<file path="src/rtl/rtc_alarm_pkg.sv">
package rtc_alarm_pkg;
  localparam int unsigned FIELD_N = 4;
  localparam int unsigned VAL_W   = 7;
  localparam int unsigned DATA_W  = 8;
  localparam int unsigned ADDR_W  = 3;
  localparam int unsigned EVT_N   = 4;
  localparam int unsigned FLAG_N  = EVT_N + 1;
  localparam int unsigned MISC_W  = DATA_W - FLAG_N;

  localparam logic [ADDR_W-1:0] ADDR_CTRL = 3'd0;
  localparam logic [ADDR_W-1:0] ADDR_STAT = 3'd1;
  localparam logic [ADDR_W-1:0] ADDR_ALM0 = 3'd2;

  typedef struct packed {
    logic             off;
    logic [VAL_W-1:0] val;
  } alarm_field_t;

  localparam alarm_field_t FIELD_RST = '{off: 1'b1, val: '0};
endpackage

</file>
<file path="src/rtl/alarm_regs.sv">
module alarm_regs
  import rtc_alarm_pkg::*;
#(
  parameter int unsigned N_FIELDS = FIELD_N
) (
  input  logic                      clk_i,
  input  logic                      rst_ni,
  input  logic                      wr_en_i,
  input  logic [ADDR_W-1:0]         addr_i,
  input  logic [DATA_W-1:0]         wdata_i,
  output alarm_field_t [N_FIELDS-1:0] fields_o,
  output logic                      irq_en_o,
  output logic [MISC_W-1:0]         misc_o,
  output logic                      stat_wr_o
);
  assign stat_wr_o = wr_en_i && (addr_i == ADDR_STAT);

  always_ff @(posedge clk_i or negedge rst_ni) begin
    if (!rst_ni) begin
      irq_en_o <= 1'b0;
      misc_o   <= '0;
    end else begin
      if (wr_en_i && addr_i == ADDR_CTRL) irq_en_o <= wdata_i[0];
      if (stat_wr_o) misc_o <= wdata_i[MISC_W-1:0];
    end
  end

  for (genvar g = 0; g < N_FIELDS; g++) begin : g_field
    always_ff @(posedge clk_i or negedge rst_ni) begin
      if (!rst_ni) fields_o[g] <= FIELD_RST;
      else if (wr_en_i && addr_i == ADDR_W'(ADDR_ALM0 + g))
        fields_o[g] <= alarm_field_t'(wdata_i);
    end
  end
endmodule

</file>
<file path="src/rtl/alarm_match.sv">
module alarm_match
  import rtc_alarm_pkg::*;
#(
  parameter int unsigned N_FIELDS = FIELD_N
) (
  input  logic                          clk_i,
  input  logic                          rst_ni,
  input  logic                          tick_i,
  input  logic [N_FIELDS-1:0][VAL_W-1:0] cur_i,
  input  alarm_field_t [N_FIELDS-1:0]   fields_i,
  output logic                          set_o
);
  logic [N_FIELDS-1:0] hit, armed;
  logic match_now, match_prev;

  for (genvar g = 0; g < N_FIELDS; g++) begin : g_cmp
    assign armed[g] = ~fields_i[g].off;
    assign hit[g]   = fields_i[g].off | (fields_i[g].val == cur_i[g]);
  end

  // all-disabled never matches
  assign match_now = (&hit) & (|armed);

  always_ff @(posedge clk_i or negedge rst_ni) begin
    if (!rst_ni)     match_prev <= 1'b0;
    else if (tick_i) match_prev <= match_now;
  end

  assign set_o = tick_i & match_now & ~match_prev;
endmodule

</file>
<file path="src/rtl/flag_unit.sv">
module flag_unit #(
  parameter int unsigned N = 5
) (
  input  logic         clk_i,
  input  logic         rst_ni,
  input  logic [N-1:0] set_i,
  input  logic         clr_wr_i,
  input  logic [N-1:0] keep_i,
  output logic [N-1:0] flags_o
);
  logic [N-1:0] kept;
  assign kept = clr_wr_i ? (flags_o & keep_i) : flags_o;

  // set dominates a same-cycle clear
  always_ff @(posedge clk_i or negedge rst_ni) begin
    if (!rst_ni) flags_o <= '0;
    else         flags_o <= kept | set_i;
  end
endmodule

</file>
<file path="src/rtl/rtc_alarm_unit.sv">
module rtc_alarm_unit
  import rtc_alarm_pkg::*;
(
  input  logic              clk_i,
  input  logic              rst_ni,
  input  logic              tick_i,
  input  logic [VAL_W-1:0]  cur_min_i,
  input  logic [VAL_W-1:0]  cur_hour_i,
  input  logic [VAL_W-1:0]  cur_day_i,
  input  logic [VAL_W-1:0]  cur_wday_i,
  input  logic [EVT_N-1:0]  evt_set_i,
  input  logic              wr_en_i,
  input  logic [ADDR_W-1:0] addr_i,
  input  logic [DATA_W-1:0] wdata_i,
  output logic [DATA_W-1:0] rdata_o,
  output logic              alarm_flag_o,
  output logic              irq_no
);
  alarm_field_t [FIELD_N-1:0]        fields;
  logic [FIELD_N-1:0][VAL_W-1:0]     cur;
  logic                              irq_en, stat_wr, alm_set;
  logic [MISC_W-1:0]                 misc;
  logic [FLAG_N-1:0]                 flags;

  assign cur = {cur_wday_i, cur_day_i, cur_hour_i, cur_min_i};

  alarm_regs #(.N_FIELDS(FIELD_N)) u_regs (
    .clk_i, .rst_ni, .wr_en_i, .addr_i, .wdata_i,
    .fields_o(fields), .irq_en_o(irq_en), .misc_o(misc), .stat_wr_o(stat_wr)
  );

  alarm_match #(.N_FIELDS(FIELD_N)) u_match (
    .clk_i, .rst_ni, .tick_i, .cur_i(cur), .fields_i(fields), .set_o(alm_set)
  );

  // flags[0] = alarm (status bit 3), flags[4:1] = events (status bits 7:4)
  flag_unit #(.N(FLAG_N)) u_flags (
    .clk_i, .rst_ni,
    .set_i({evt_set_i, alm_set}),
    .clr_wr_i(stat_wr),
    .keep_i(wdata_i[DATA_W-1:MISC_W]),
    .flags_o(flags)
  );

  assign alarm_flag_o = flags[0];
  assign irq_no       = ~(irq_en & flags[0]);

  always_comb begin
    rdata_o = '0;
    if (addr_i == ADDR_CTRL)      rdata_o[0] = irq_en;
    else if (addr_i == ADDR_STAT) rdata_o = {flags, misc};
    else begin
      for (int i = 0; i < FIELD_N; i++)
        if (addr_i == ADDR_W'(ADDR_ALM0 + i)) rdata_o = DATA_W'(fields[i]);
    end
  end
endmodule

</file>
<file path="config.mk">
export PLATFORM = sky130hd
export DESIGN_NAME = rtc_alarm_unit
export DESIGN_NICKNAME = d
export VERILOG_FILES = /design/src/rtl/rtc_alarm_pkg.sv /design/src/rtl/alarm_regs.sv /design/src/rtl/alarm_match.sv /design/src/rtl/flag_unit.sv /design/src/rtl/rtc_alarm_unit.sv
export SDC_FILE = /design/constraint.sdc
export NUM_CORES = 1
export LEC_CHECK = 0
export ABC_AREA = 1
export BUFFER_PORTS_ARGS = -buffer_cell sky130_fd_sc_hd__clkbuf_2
export CORE_ASPECT_RATIO = 1.1
export CORE_MARGIN = 2
export CORE_UTILIZATION = 49
export CTS_CLUSTER_SIZE = 30
export DETAILED_ROUTE_END_ITERATION = 8
export HOLD_SLACK_MARGIN = 0.03
export PLACE_DENSITY = 0.83
export SYNTH_ARGS = -nofsm -noshare
export SYNTH_HDL_FRONTEND = slang
export SYNTH_SLANG_ARGS = --single-unit
</file>
<file path="constraint.sdc">
create_clock -name clk_i -period 1.1 [get_ports clk_i]
set_input_delay 0 -clock clk_i [delete_from_list [all_inputs] [get_ports clk_i]]
set_output_delay 0 -clock clk_i [all_outputs]
set_load 0.02 [all_outputs]
</file>
==> results.md, run 1 <==
* Max IR drop VDD at 0.840 mV
* Minimum clock period at 1.47 ns
* Worst path slowest cell: dfstp_2
* Post-synth top area cell: dfrtp_1
* Flops & latches, synth at 42
* Vias in the first global route at 2556
* Layout cells sized above 1 at 40.8%
* Routed wire length at 6800 µm
* HPWL Detailed at 4780 µm
* H-tree levels at 2
* Core Box Area at 4970 µm²
* P per Cell Area at 1380 nW/µm²
* # IOs at 57
* Vias at 2502
* Async set or reset register ratio after synthesis at 100%
* GR Overflow Total at 0
* Post-synth top flop: dfrtp_1
* Fin nets at 475
* ANT cells at 0
* Area of the multi-input gates at 1290 µm²
* Worst setup EP type: primary output
* Initial antenna violation count at 0
* Die ar. at 5690 µm²
* Max-slew headroom at 73.3%
* Critical path startpoint category: register
* Post-synthesis average cell area at 7.74 µm²
* Largest net degree at the start of global routing at 33
* Number of max-cap violations at 0
* DRC at 0
* Final GP Congestion at 0.903
* Yosys top cell area share at 38.0%
* RSZ-0062 raised after global routing: true
* Register area at 1060 µm²
* Root buffer cell: clkbuf_8
* PortBufs at 56
* Crit-path max cell delay at 0.55 ns
* # fillers at 379
* Setup violations, final at 10
* Req. time, crit path at 1.10 ns
* Routed Antenna Nets at 0
* First-pass GRT wire length at 11400 µm
* Clock Latency Late Sink at 0.31 ns
* Slew @ Worst Pin at 0.400 ns
* Clock buffer depth at 2
* Mapped Area at 2500 µm²
* Num rows at 27
* Fmax at 682 MHz
* Number of flops mapped to enable cells by yosys at 0
* Final WS setup at -0.367 ns
* Synth top cells by count: nand2_1, inv_1, dfrtp_1
* Final Max Tran Viols at 0
* Crit share post-route at 133%
* Syn. warnings at 0
* Final setup skew at 0.0126 ns
* Lkg Pwr at 0.00180 µW
* Die height at 78.9 µm
* Drt wl/cell at 14.0 µm
* Width of the chip at 72.1 µm
* Critical path cell sequence: inv_2 > o2111ai_2 > o21ai_2 > a21oi_2 > clkbuf_8
* Placed inst area at 3020 µm²
* GRT Total Usage at 26.0%
* Inserted Clock Buffers at 5
* CTS clk-pin slew, worst paths at 0.08 ns
* Register area share after synthesis at 42.2%
* CTS tree: done
* Post-Place Setup Slack at -0.174 ns
* Hold crit path type: in2reg
* Most common cell in the netlist: nand2_1
* DRT Pass-1 Iters at 4
* Starting density of the core at 50.3%
* Max FO, Critical Path at 2
* Mapped Cells at 323
* Area grow syn2layout at 37.3%
* Syn nets at 370
* Synth area leaders: dfrtp_1, nand2_1, o21ai_2, inv_1, xnor2_1
* Status: complete, but fails checks
* Yosys cell types at 27
* DRT iter0 DRCs at 166
* Power Total at 4730 µW
* Worst Path Arrival at 1.47 ns
* Setup TNS at -2.81 ns
* # clock sinks at 42
* Final hold violation count at 0
* Via-to-Cell Ratio at 5.14
* CP Class: reg2out
* Failing checks: setup timing
* Fin area at 3430 µm²
cell type report:
type	count	area share, %
Sequential cell	42	30.8
Clock inverter	1	0.146
Clock buffer	7	2.51
Inverter	47	5.14
Timing Repair Buffer	104	21.7
Multi-Input combinational cell	228	37.6
Tap cell	58	2.11
timing repair:
item                                    CTS  global route
pin swaps                                16             6
setup buffers                            10             0
gates resized for setup                  35            16
endpoints found under the setup margin   10            10
hold endpoints to repair                 44             0
hold buffers                             11             0
routing by layer:
layer | wire length (µm) | share of wire, % | GRT usage (%)
met5 | 0 | 0 | 0
met4 | 214 | 3.1 | 11.9
met3 | 393 | 5.8 | 4.19
met2 | 3590 | 53 | 46.2
met1 | 2600 | 38 | 30.1
cell families after synthesis:
family          after synthesis  synth area share, %
buf+inv                      53                 9.76
xor+xnor                     16                 5.61
flops                        42                 42.2
simple gates                141                 23.6
compound gates               71                 18.8
path summary, 6_finish.rpt:
check,startpoint,end,slack [ns],cells past startpoint
min,addr_i[0],u_regs.irq_en_o$_DFFE_PN0P_,0.05,4
min in group asynchronous,rst_ni,u_regs.fields_o[20]$_DFFE_PN0P_,0.12,2
max in group asynchronous,rst_ni,u_regs.fields_o[15]$_DFFE_PN1P_,0.43,3
max,u_regs.fields_o[23]$_DFFE_PN1P_,rdata_o[7],-0.37,5
min reg2reg,u_flags.flags_o[2]$_DFF_PN0_,u_flags.flags_o[2]$_DFF_PN0_,0.49,2
max reg2reg,u_regs.fields_o[3]$_DFFE_PN0P_,u_match.match_prev$_DFFE_PN0P_,-0.32,10
where the power goes:
part	switching (µW)	internal, µW
registers	203	1830
logic	827	824
clock network	544	507
state kept, by name, indices dropped and copies added (netlist names):
register	flops
u_regs.misc_o	3
u_regs.fields_o	32
u_flags.flags_o	5
u_regs.irq_en_o	1
u_match.match_prev	1
critical path: cells and delay by family (launching register included):
family | cells | cell delay (ns)
flip-flops | 1 | 0.55
buffers and inverters | 2 | 0.21
AO/OA/AOI/OAI | 3 | 0.40
cell usage in the layout, fill, tap and decap left out, types with 2 or more instances in the layout:
master,synthesis,layout
a21oi_1,10,8
a21oi_2,0,2
buf_12,0,2
buf_4,0,33
buf_6,6,4
clkbuf_2,0,48
clkbuf_4,0,2
clkbuf_8,0,9
dfrtp_1,38,38
dfstp_2,4,4
dlygate4sd3_1,0,11
inv_1,40,35
inv_2,7,12
nand2_1,108,102
nand2_2,4,10
nand2_4,3,3
nand3_1,4,4
nor2_1,16,12
nor2_2,2,6
o21ai_0,11,4
o21ai_1,16,18
o21ai_2,25,30
o22ai_1,4,4
xnor2_1,13,10
xnor2_2,0,3
xor2_1,3,3
through the flow:
stage	std cells	hold WS (ns)	utilization, %
detailed placement	458	-0.0992	60.7
global placement	458	-0.103	60.7
finish	487	0.0480	69.1
global route	487	0.0771	69.1
CTS	487	0.0548	68.6
floorplan	323	-0.296	-
Note: power is estimated with default switching activity, not from simulation.
==> run 2, diff against run 1 <==
Settings changed: ABC_AREA 1 to default, CORE_UTILIZATION 49 to 48, CTS_CLUSTER_SIZE 30 to 14, SKIP_LAST_GASP from default to 1.
==> results.md, run 2 <==
* Clock buffer depth at 2 (unchanged)
* Routed Antenna Nets at 0 (unchanged)
* Hold Crit Depth at 2 (-2)
* Width of the chip at 69.2 µm (-4.0%)
* Die height at 75.7 µm (-4.0%)
* PortBufs at 56 (unchanged)
* Fin area at 3330 µm² (-3.1%)
* Area grow syn2layout at 48.2%
* Yosys top cell area share at 42.3% (+4.3 points)
* Num rows at 26 (-3.7%)
* Hold crit path type: in2reg
* Reg with most FFs: u_regs.fields_o
* HPWL Detailed at 4560 µm (-4.7%)
* Async set or reset register ratio after synthesis at 100% (unchanged)
* Failing checks: setup timing
* Crit-path max cell delay at 0.52 ns (-0.03 ns)
* Post-synth top area cell: dfrtp_1
* Lkg Pwr at 0.00152 µW (-15%)
* Worst hold start: wdata_i[6]
* Vias in the first global route at 2150 (-16%)
* Biggest regs: u_regs.fields_o x32, u_flags.flags_o x5, u_regs.misc_o x3
* Post-synth top flop: dfrtp_1
* Final std cells w/o fill at 348 (-29%)
* Buf/Inv on CP at 0 (-2)
* Fmax at 549 MHz (-19%)
* Placed inst area at 2940 µm² (-2.5%)
* Number of flops mapped to enable cells by yosys at 0 (unchanged)
* Critical path cell sequence: xor2_1 > nor4_2 > a41oi_1 > or4_4 > o21ai_2
* DRT Pass-1 Iters at 4 (unchanged)
* Core Box Area at 4590 µm² (-7.6%)
* Worst setup EP type: register
* Starting density of the core at 49.0% (-1.4 points)
* First-pass GRT wire length at 10400 µm (-9.1%)
* Setup violations, final at 10 (unchanged)
* R2r endpoint: u_flags.flags_o[0]$_DFF_PN0_
* Final setup skew at 0.0134 ns (+0.000751 ns)
* Placed Cells at 327 (-29%)
* Vias at 1941 (-22%)
* Final GP Congestion at 0.819 (-9.3%)
* Mapped Area at 2250 µm² (-10%)
* Family with the most delay on the worst path: simple AND/OR/NAND/NOR gates
* Critical path startpoint category: register
* Register-to-Register Setup Slack at -0.72 ns (-0.40 ns)
* Initial antenna violation count at 0 (unchanged)
* GRT Total Usage at 26.5% (+0.54 points)
* Largest net degree at the start of global routing at 20 (-39%)
* ANT cells at 0 (unchanged)
* Via-to-Cell Ratio at 5.58 (+8.6%)
* P per Cell Area at 1570 nW/µm² (+14%)
* Root buffer cell: clkbuf_8
* CP Launch Point: u_regs.fields_o[6]$_DFFE_PN0P_
* Max-slew headroom at 70.6% (-2.7 points)
* RR Startpoint: u_regs.fields_o[6]$_DFFE_PN0P_
* Max FO, Critical Path at 2 (unchanged)
* Hold EP: u_regs.fields_o[30]$_DFFE_PN0P_
* Register area at 1060 µm² (unchanged)
* RSZ-0062 raised after global routing: true
* Die ar. at 5240 µm² (-7.9%)
* Power Total at 5220 µW (+10%)
* Syn nets at 227 (-39%)
* Syn. warnings at 0 (unchanged)
* Minimum clock period at 1.82 ns (+0.354 ns)
* Worst-case reg-to-reg path depth at 5 (-5)
* DRC at 0 (unchanged)
* # fillers at 314 (-17%)
* Worst path slowest cell: or4_4
* CP Class: reg2reg
* CTS clk-pin slew, worst paths at 0.09 ns (about the same)
* # clock sinks at 42 (unchanged)
* Final WS setup at -0.721 ns (-0.354 ns)
* Layout cells sized above 1 at 58.6% (+18 points)
* Drt wl/cell at 19.2 µm (+38%)
* Req. time, crit path at 1.33 ns (+0.23 ns)
* Routed wire length at 6690 µm (-1.6%)
* Inserted Clock Buffers at 5 (unchanged)
* Crit share post-route at 166% (+32 points)
* Status: complete, but fails checks
* DRT iter0 DRCs at 104 (-37%)
* Commonest non-fill, non-tap cells in the layout: clkbuf_2, buf_4, mux2_2, dfrtp_1, xor2_1
* Commonest non-fill, non-tap cell in the layout: clkbuf_2
* Flops & latches, synth at 42 (unchanged)
* CTS tree: done
* H-tree levels at 2 (unchanged)
* Register area share after synthesis at 47.0% (+4.8 points)
* Mapped Cells at 180 (-44%)
* Yosys cell types at 28 (+3.7%)
* Most common cell in the netlist: mux2_2
* Post-synthesis average cell area at 12.5 µm² (+61%)
* Synth top cells by count: mux2_2, dfrtp_1, xor2_1
* Fin nets at 338 (-29%)
* Worst Path Arrival at 2.05 ns (+0.58 ns)
* GR Overflow Total at 0 (unchanged)
* Number of max-cap violations at 0 (unchanged)
* Final hold violation count at 0 (unchanged)
* Synth area leaders: dfrtp_1, mux2_2, xor2_1, dfstp_2, mux2i_1
* Max IR drop VDD at 0.939 mV (+12%)
* Slew @ Worst Pin at 0.440 ns (+0.0394 ns)
* Area of the multi-input gates at 1280 µm² (-1.2%)
* Post-Place Setup Slack at -0.708 ns (-0.534 ns)
* # IOs at 57 (unchanged)
* Final Max Tran Viols at 0 (unchanged)
* Largest register FFs at 32 (unchanged)
* Clock Latency Late Sink at 0.30 ns (about the same)
run 2: cell types whose count changed in the layout (fill, tap and decap cells not counted), sizes merged, moves of 10 or more:
cell and delta:
o21ai -45, a21oi -10, mux2 +43, mux2i +10, xor2 +16, inv -46, nand2 -114, nor2 -17
run 2: cell type report:
type	count	area share (%)
clock inverter	3	1.20
sequential	42	31.7
inverter	1	0.113
tap	56	2.11
multi-input combinational	131	38.4
clock buffer	5	2.07
timing repair buffer	110	24.4
run 2: how the worst max path moves through the flow:
stage               slack (ns)  depth (start not counted)                            to
floorplan                -0.50                          5  u_flags.flags_o[0]$_DFF_PN0_
global placement         -0.62                          5  u_flags.flags_o[0]$_DFF_PN0_
detailed placement       -0.71                          5  u_flags.flags_o[0]$_DFF_PN0_
CTS                      -0.72                          5  u_flags.flags_o[0]$_DFF_PN0_
global route             -0.82                          5  u_flags.flags_o[0]$_DFF_PN0_
finish                   -0.72                          5  u_flags.flags_o[0]$_DFF_PN0_
run 2: power breakdown:
part,internal [µW],leakage [µW],switching (µW)
registers,1880,0.000489,275
logic,1040,0.000978,798
clock network,669,0.0000579,551
total,3600,0.00152,1620
run 2: timing repair:
| item | 4_1_cts | 5_1_grt |
|---|---|---|
| pin swaps | 12 | 8 |
| endpoints found under the setup margin | 10 | 10 |
| buffers inserted | 2 | 2 |
| cloned | 0 | 0 |
| resized for setup | 25 | 17 |
| endpoints found under the hold margin | 65 | 0 |
| hold buffers | 13 | 0 |
run 2: metrics by stage:
stage                     util, %  hold slack (ns)  setup TNS [ns]
after floorplan                 -           -0.296          -0.960
after global placement       64.1          -0.0599           -2.18
after detailed placement     64.1          -0.0470           -3.25
after CTS                    71.8           0.0366           -4.55
after global routing         72.6           0.0585           -5.04
final                        72.6           0.0668           -4.41
run 2: layer usage:
layer	GRT usage (%)	part of all wire [%]	vias to the layer above	wire length, µm
met2	48.9	52	82	3480
li1	-	-	890	-
met3	5.16	5.4	21	360
met4	11.8	2.8	0	190
met1	30.5	40	948	2660
met5	0	0	-	0
run 2: cells by family after synthesis:
group,Yosys count,share of synthesized area [%]
multiplexers,53,26.0
flip-flops,42,47.0
XOR/XNOR,28,10.9
AO/OA/AOI/OAI,27,8.13
AND/OR/NAND/NOR,23,6.57
buffers and inverters,7,1.34
==> run 3, diff against run 2 <==
Settings changed: PLACE_DENSITY 0.83 to 0.82, SYNTH_HIERARCHICAL from default to 1.
==> results.md, run 3 <==
* Status: complete, but fails checks
* Failing checks: setup timing
* Core Box Area at 4930 µm² (+7.5%)
* CTS tree: done
* Final Max Tran Viols at 0 (unchanged)
* Async set or reset register ratio after synthesis at 100% (unchanged)
* Largest register FFs at 32 (unchanged)
* # IOs at 57 (unchanged)
* Max FO, Critical Path at 2 (unchanged)
* Worst path slowest cell: dfrtp_1
* Reg with most FFs: u_regs/fields_o
* HPWL Detailed at 4710 µm (+3.3%)
* Fmax at 622 MHz (+13%)
* RSZ-0062 raised after global routing: true
* Fin nets at 360 (+6.5%)
* GR Overflow Total at 0 (unchanged)
* Yosys cell types at 33 (+18%)
* Routed wire length at 6810 µm (+1.8%)
* GRT Total Usage at 25.3% (-1.2 points)
* DRC at 0 (unchanged)
* Post-synthesis average cell area at 12.7 µm² (+1.8%)
* Vias in the first global route at 2221 (+3.3%)
* Max IR drop VDD at 0.815 mV (-13%)
* Lkg Pwr at 0.00165 µW (+8.0%)
* DRT iter0 DRCs at 133 (+28%)
* Req. time, crit path at 1.10 ns (-0.23 ns)
* Post-synth top flop: dfrtp_1
* Final GP Congestion at 0.886 (+8.1%)
* Clock Latency Late Sink at 0.29 ns (about the same)
* Slew @ Worst Pin at 0.501 ns (+0.0612 ns)
* Width of the chip at 71.8 µm (+3.7%)
* Setup violations, final at 10 (unchanged)
* H-tree levels at 2 (unchanged)
* Critical path cell sequence: buf_4 > mux2_4 > a221oi_2 > nor2_1 > clkbuf_2
* Number of max-cap violations at 0 (unchanged)
* Die height at 78.6 µm (+3.7%)
* Inserted Clock Buffers at 5 (unchanged)
* Mapped Cells at 191 (+6.1%)
* Minimum clock period at 1.61 ns (-0.212 ns)
* ANT cells at 0 (unchanged)
* Root buffer cell: clkbuf_8
* Register area share after synthesis at 43.5% (-3.5 points)
* Critical path startpoint category: register
* Area grow syn2layout at 44.6%
* Starting density of the core at 49.2% (+0.22 points)
* First-pass GRT wire length at 10700 µm (+2.7%)
* Final hold violation count at 0 (unchanged)
* Max-slew headroom at 66.4% (-4.2 points)
* CP Class: reg2out
* Yosys top cell area share at 39.2% (-3.1 points)
* P per Cell Area at 1500 nW/µm² (-4.4%)
* Syn nets at 238 (+4.8%)
* Flops & latches, synth at 42 (unchanged)
* DRT Pass-1 Iters at 4 (unchanged)
* Synth top cells by count: dfrtp_1, mux2_2, xnor2_1, xor2_1, mux2_4
* Clock buffer depth at 2 (unchanged)
* Final core utilization at 71.1% (-1.5 points)
* Commonest non-fill, non-tap cells in the layout: clkbuf_2, buf_4, dfrtp_1, mux2_2
* Final setup skew at 0.00524 ns (-0.00815 ns)
* PortBufs at 56 (unchanged)
* Via-to-Cell Ratio at 5.49 (-1.6%)
* Syn. warnings at 6 (+6)
* Worst Path Arrival at 1.61 ns (-0.44 ns)
* Final WS setup at -0.509 ns (+0.212 ns)
* Mapped Area at 2430 µm² (+8.0%)
* Die ar. at 5640 µm² (+7.6%)
* Num rows at 27 (+3.8%)
* Largest net degree at the start of global routing at 43 (+110%)
* # clock sinks at 42 (unchanged)
* Synth area leaders: dfrtp_1, mux2_2, mux2_4, xnor2_1, xor2_1
* Post-synth top area cell: dfrtp_1
* Number of flops mapped to enable cells by yosys at 0 (unchanged)
* CTS clk-pin slew, worst paths at 0.08 ns (about the same)
* Layout cells sized above 1 at 58.9% (+0.36 points)
* Initial antenna violation count at 0 (unchanged)
* Drt wl/cell at 18.3 µm (-4.8%)
* Worst setup EP type: primary output
* Crit-path max cell delay at 0.40 ns (-0.12 ns)
* Crit share post-route at 146% (-19 points)
* Biggest regs: u_regs/fields_o x32, u_flags/flags_o x5, u_regs/misc_o x3
* Vias at 2041 (+5.2%)
* Routed Antenna Nets at 0 (unchanged)
* Most common cell in the netlist: dfrtp_1
* Hold crit path type: in2reg
* Power Total at 5260 µW (+0.69%)
-- run 3: changes by cell type after synthesis, sizes merged, moves of 4 or more --
cell    previous run  this run
a21o               0         6
a221oi             1         6
a22oi              7         0
buf                3         7
nor2               2         8
o21a               1         7
o21ai              7         3
o22ai              7         0
xnor2              9        14
xor2              19        14
-- run 3: per-stage QoR --
stage | hold WS (ns) | setup TNS (ns) | worst slack, ns | cells | area, µm²
2_1_floorplan | -0.296 | -0.308 | -0.193 | 191 | 2430
3_3_place_gp | -0.00605 | -3.02 | -0.309 | 346 | 3110
3_5_place_dp | -0.00337 | -3.65 | -0.393 | 346 | 3110
4_1_cts | 0.0302 | -3.87 | -0.499 | 370 | 3430
5_1_grt | 0.0345 | -4.90 | -0.584 | 372 | 3510
6_report | 0.0448 | -4.12 | -0.509 | 372 | 3510
-- run 3: layout make-up --
class / instances / area, µm²
Fill cell: 330 / 1430
Multi-Input combinational cell: 140 / 1390
Sequential cell: 42 / 1060
Timing Repair Buffer: 123 / 892
Clock buffer: 6 / 82.6
Tap cell: 58 / 72.6
Clock inverter: 2 / 12.5
Inverter: 1 / 3.75
-- run 3: what timing repair did --
action / 4_1_cts / 5_1_grt
hold buffers: 9 / 2
resized for setup: 19 / 17
endpoints found under the hold margin: 58 / 3
pin swaps: 7 / 4
setup endpoints to repair: 10 / 11
setup buffers: 7 / 0
-- run 3: final timing paths --
path	start	end	slack, ns	cells past startpoint
max reg2reg	u_regs/fields_o[14]$_DFFE_PN0P_	u_flags/flags_o[0]$_DFF_PN0_	-0.49	6
max	u_regs/fields_o[18]$_DFFE_PN0P_	rdata_o[2]	-0.51	5
min in group asynchronous	rst_ni	u_regs/fields_o[24]$_DFFE_PN0P_	0.20	3
min	wdata_i[1]	u_regs/fields_o[17]$_DFFE_PN0P_	0.04	2
min reg2reg	u_flags/flags_o[1]$_DFF_PN0_	u_flags/flags_o[1]$_DFF_PN0_	0.51	1
max in group asynchronous	rst_ni	u_regs/fields_o[7]$_DFFE_PN1P_	0.63	3
-- run 3: routing by layer --
| metal | part of all wire (%) | track usage, % |
|---|---|---|
| met5 | 0 | 0 |
| met3 | 5.9 | 5.13 |
| met4 | 1.0 | 7.74 |
| met1 | 38 | 29.5 |
| met2 | 55 | 46.1 |
-- run 3: critical path: cells and delay by family, from the launching register on --
kind | cells | cell delay, ns
buffers and inverters | 2 | 0.31
flip-flops | 1 | 0.40
AND/OR/NAND/NOR | 1 | 0.08
AO/OA/AOI/OAI | 1 | 0.25
multiplexers | 1 | 0.27
-- run 3: cells by family (layout without fill, tap and decap cells) --
| group | count (synthesis) | in the layout | share of synthesized area, % |
|---|---|---|---|
| AO/OA/AOI/OAI | 29 | 29 | 9.03 |
| XOR/XNOR | 28 | 28 | 10.1 |
| buffers and inverters | 9 | 132 | 3.15 |
| flip-flops | 42 | 42 | 43.5 |
| multiplexers | 52 | 52 | 25.6 |
| AND/OR/NAND/NOR | 31 | 31 | 8.56 |
-- run 3: power by group --
part | switching, µW | internal [µW] | leakage, µW
registers | 256 | 1880 | 0.000488
clock network | 537 | 505 | 0.0000472
logic | 848 | 1230 | 0.00111
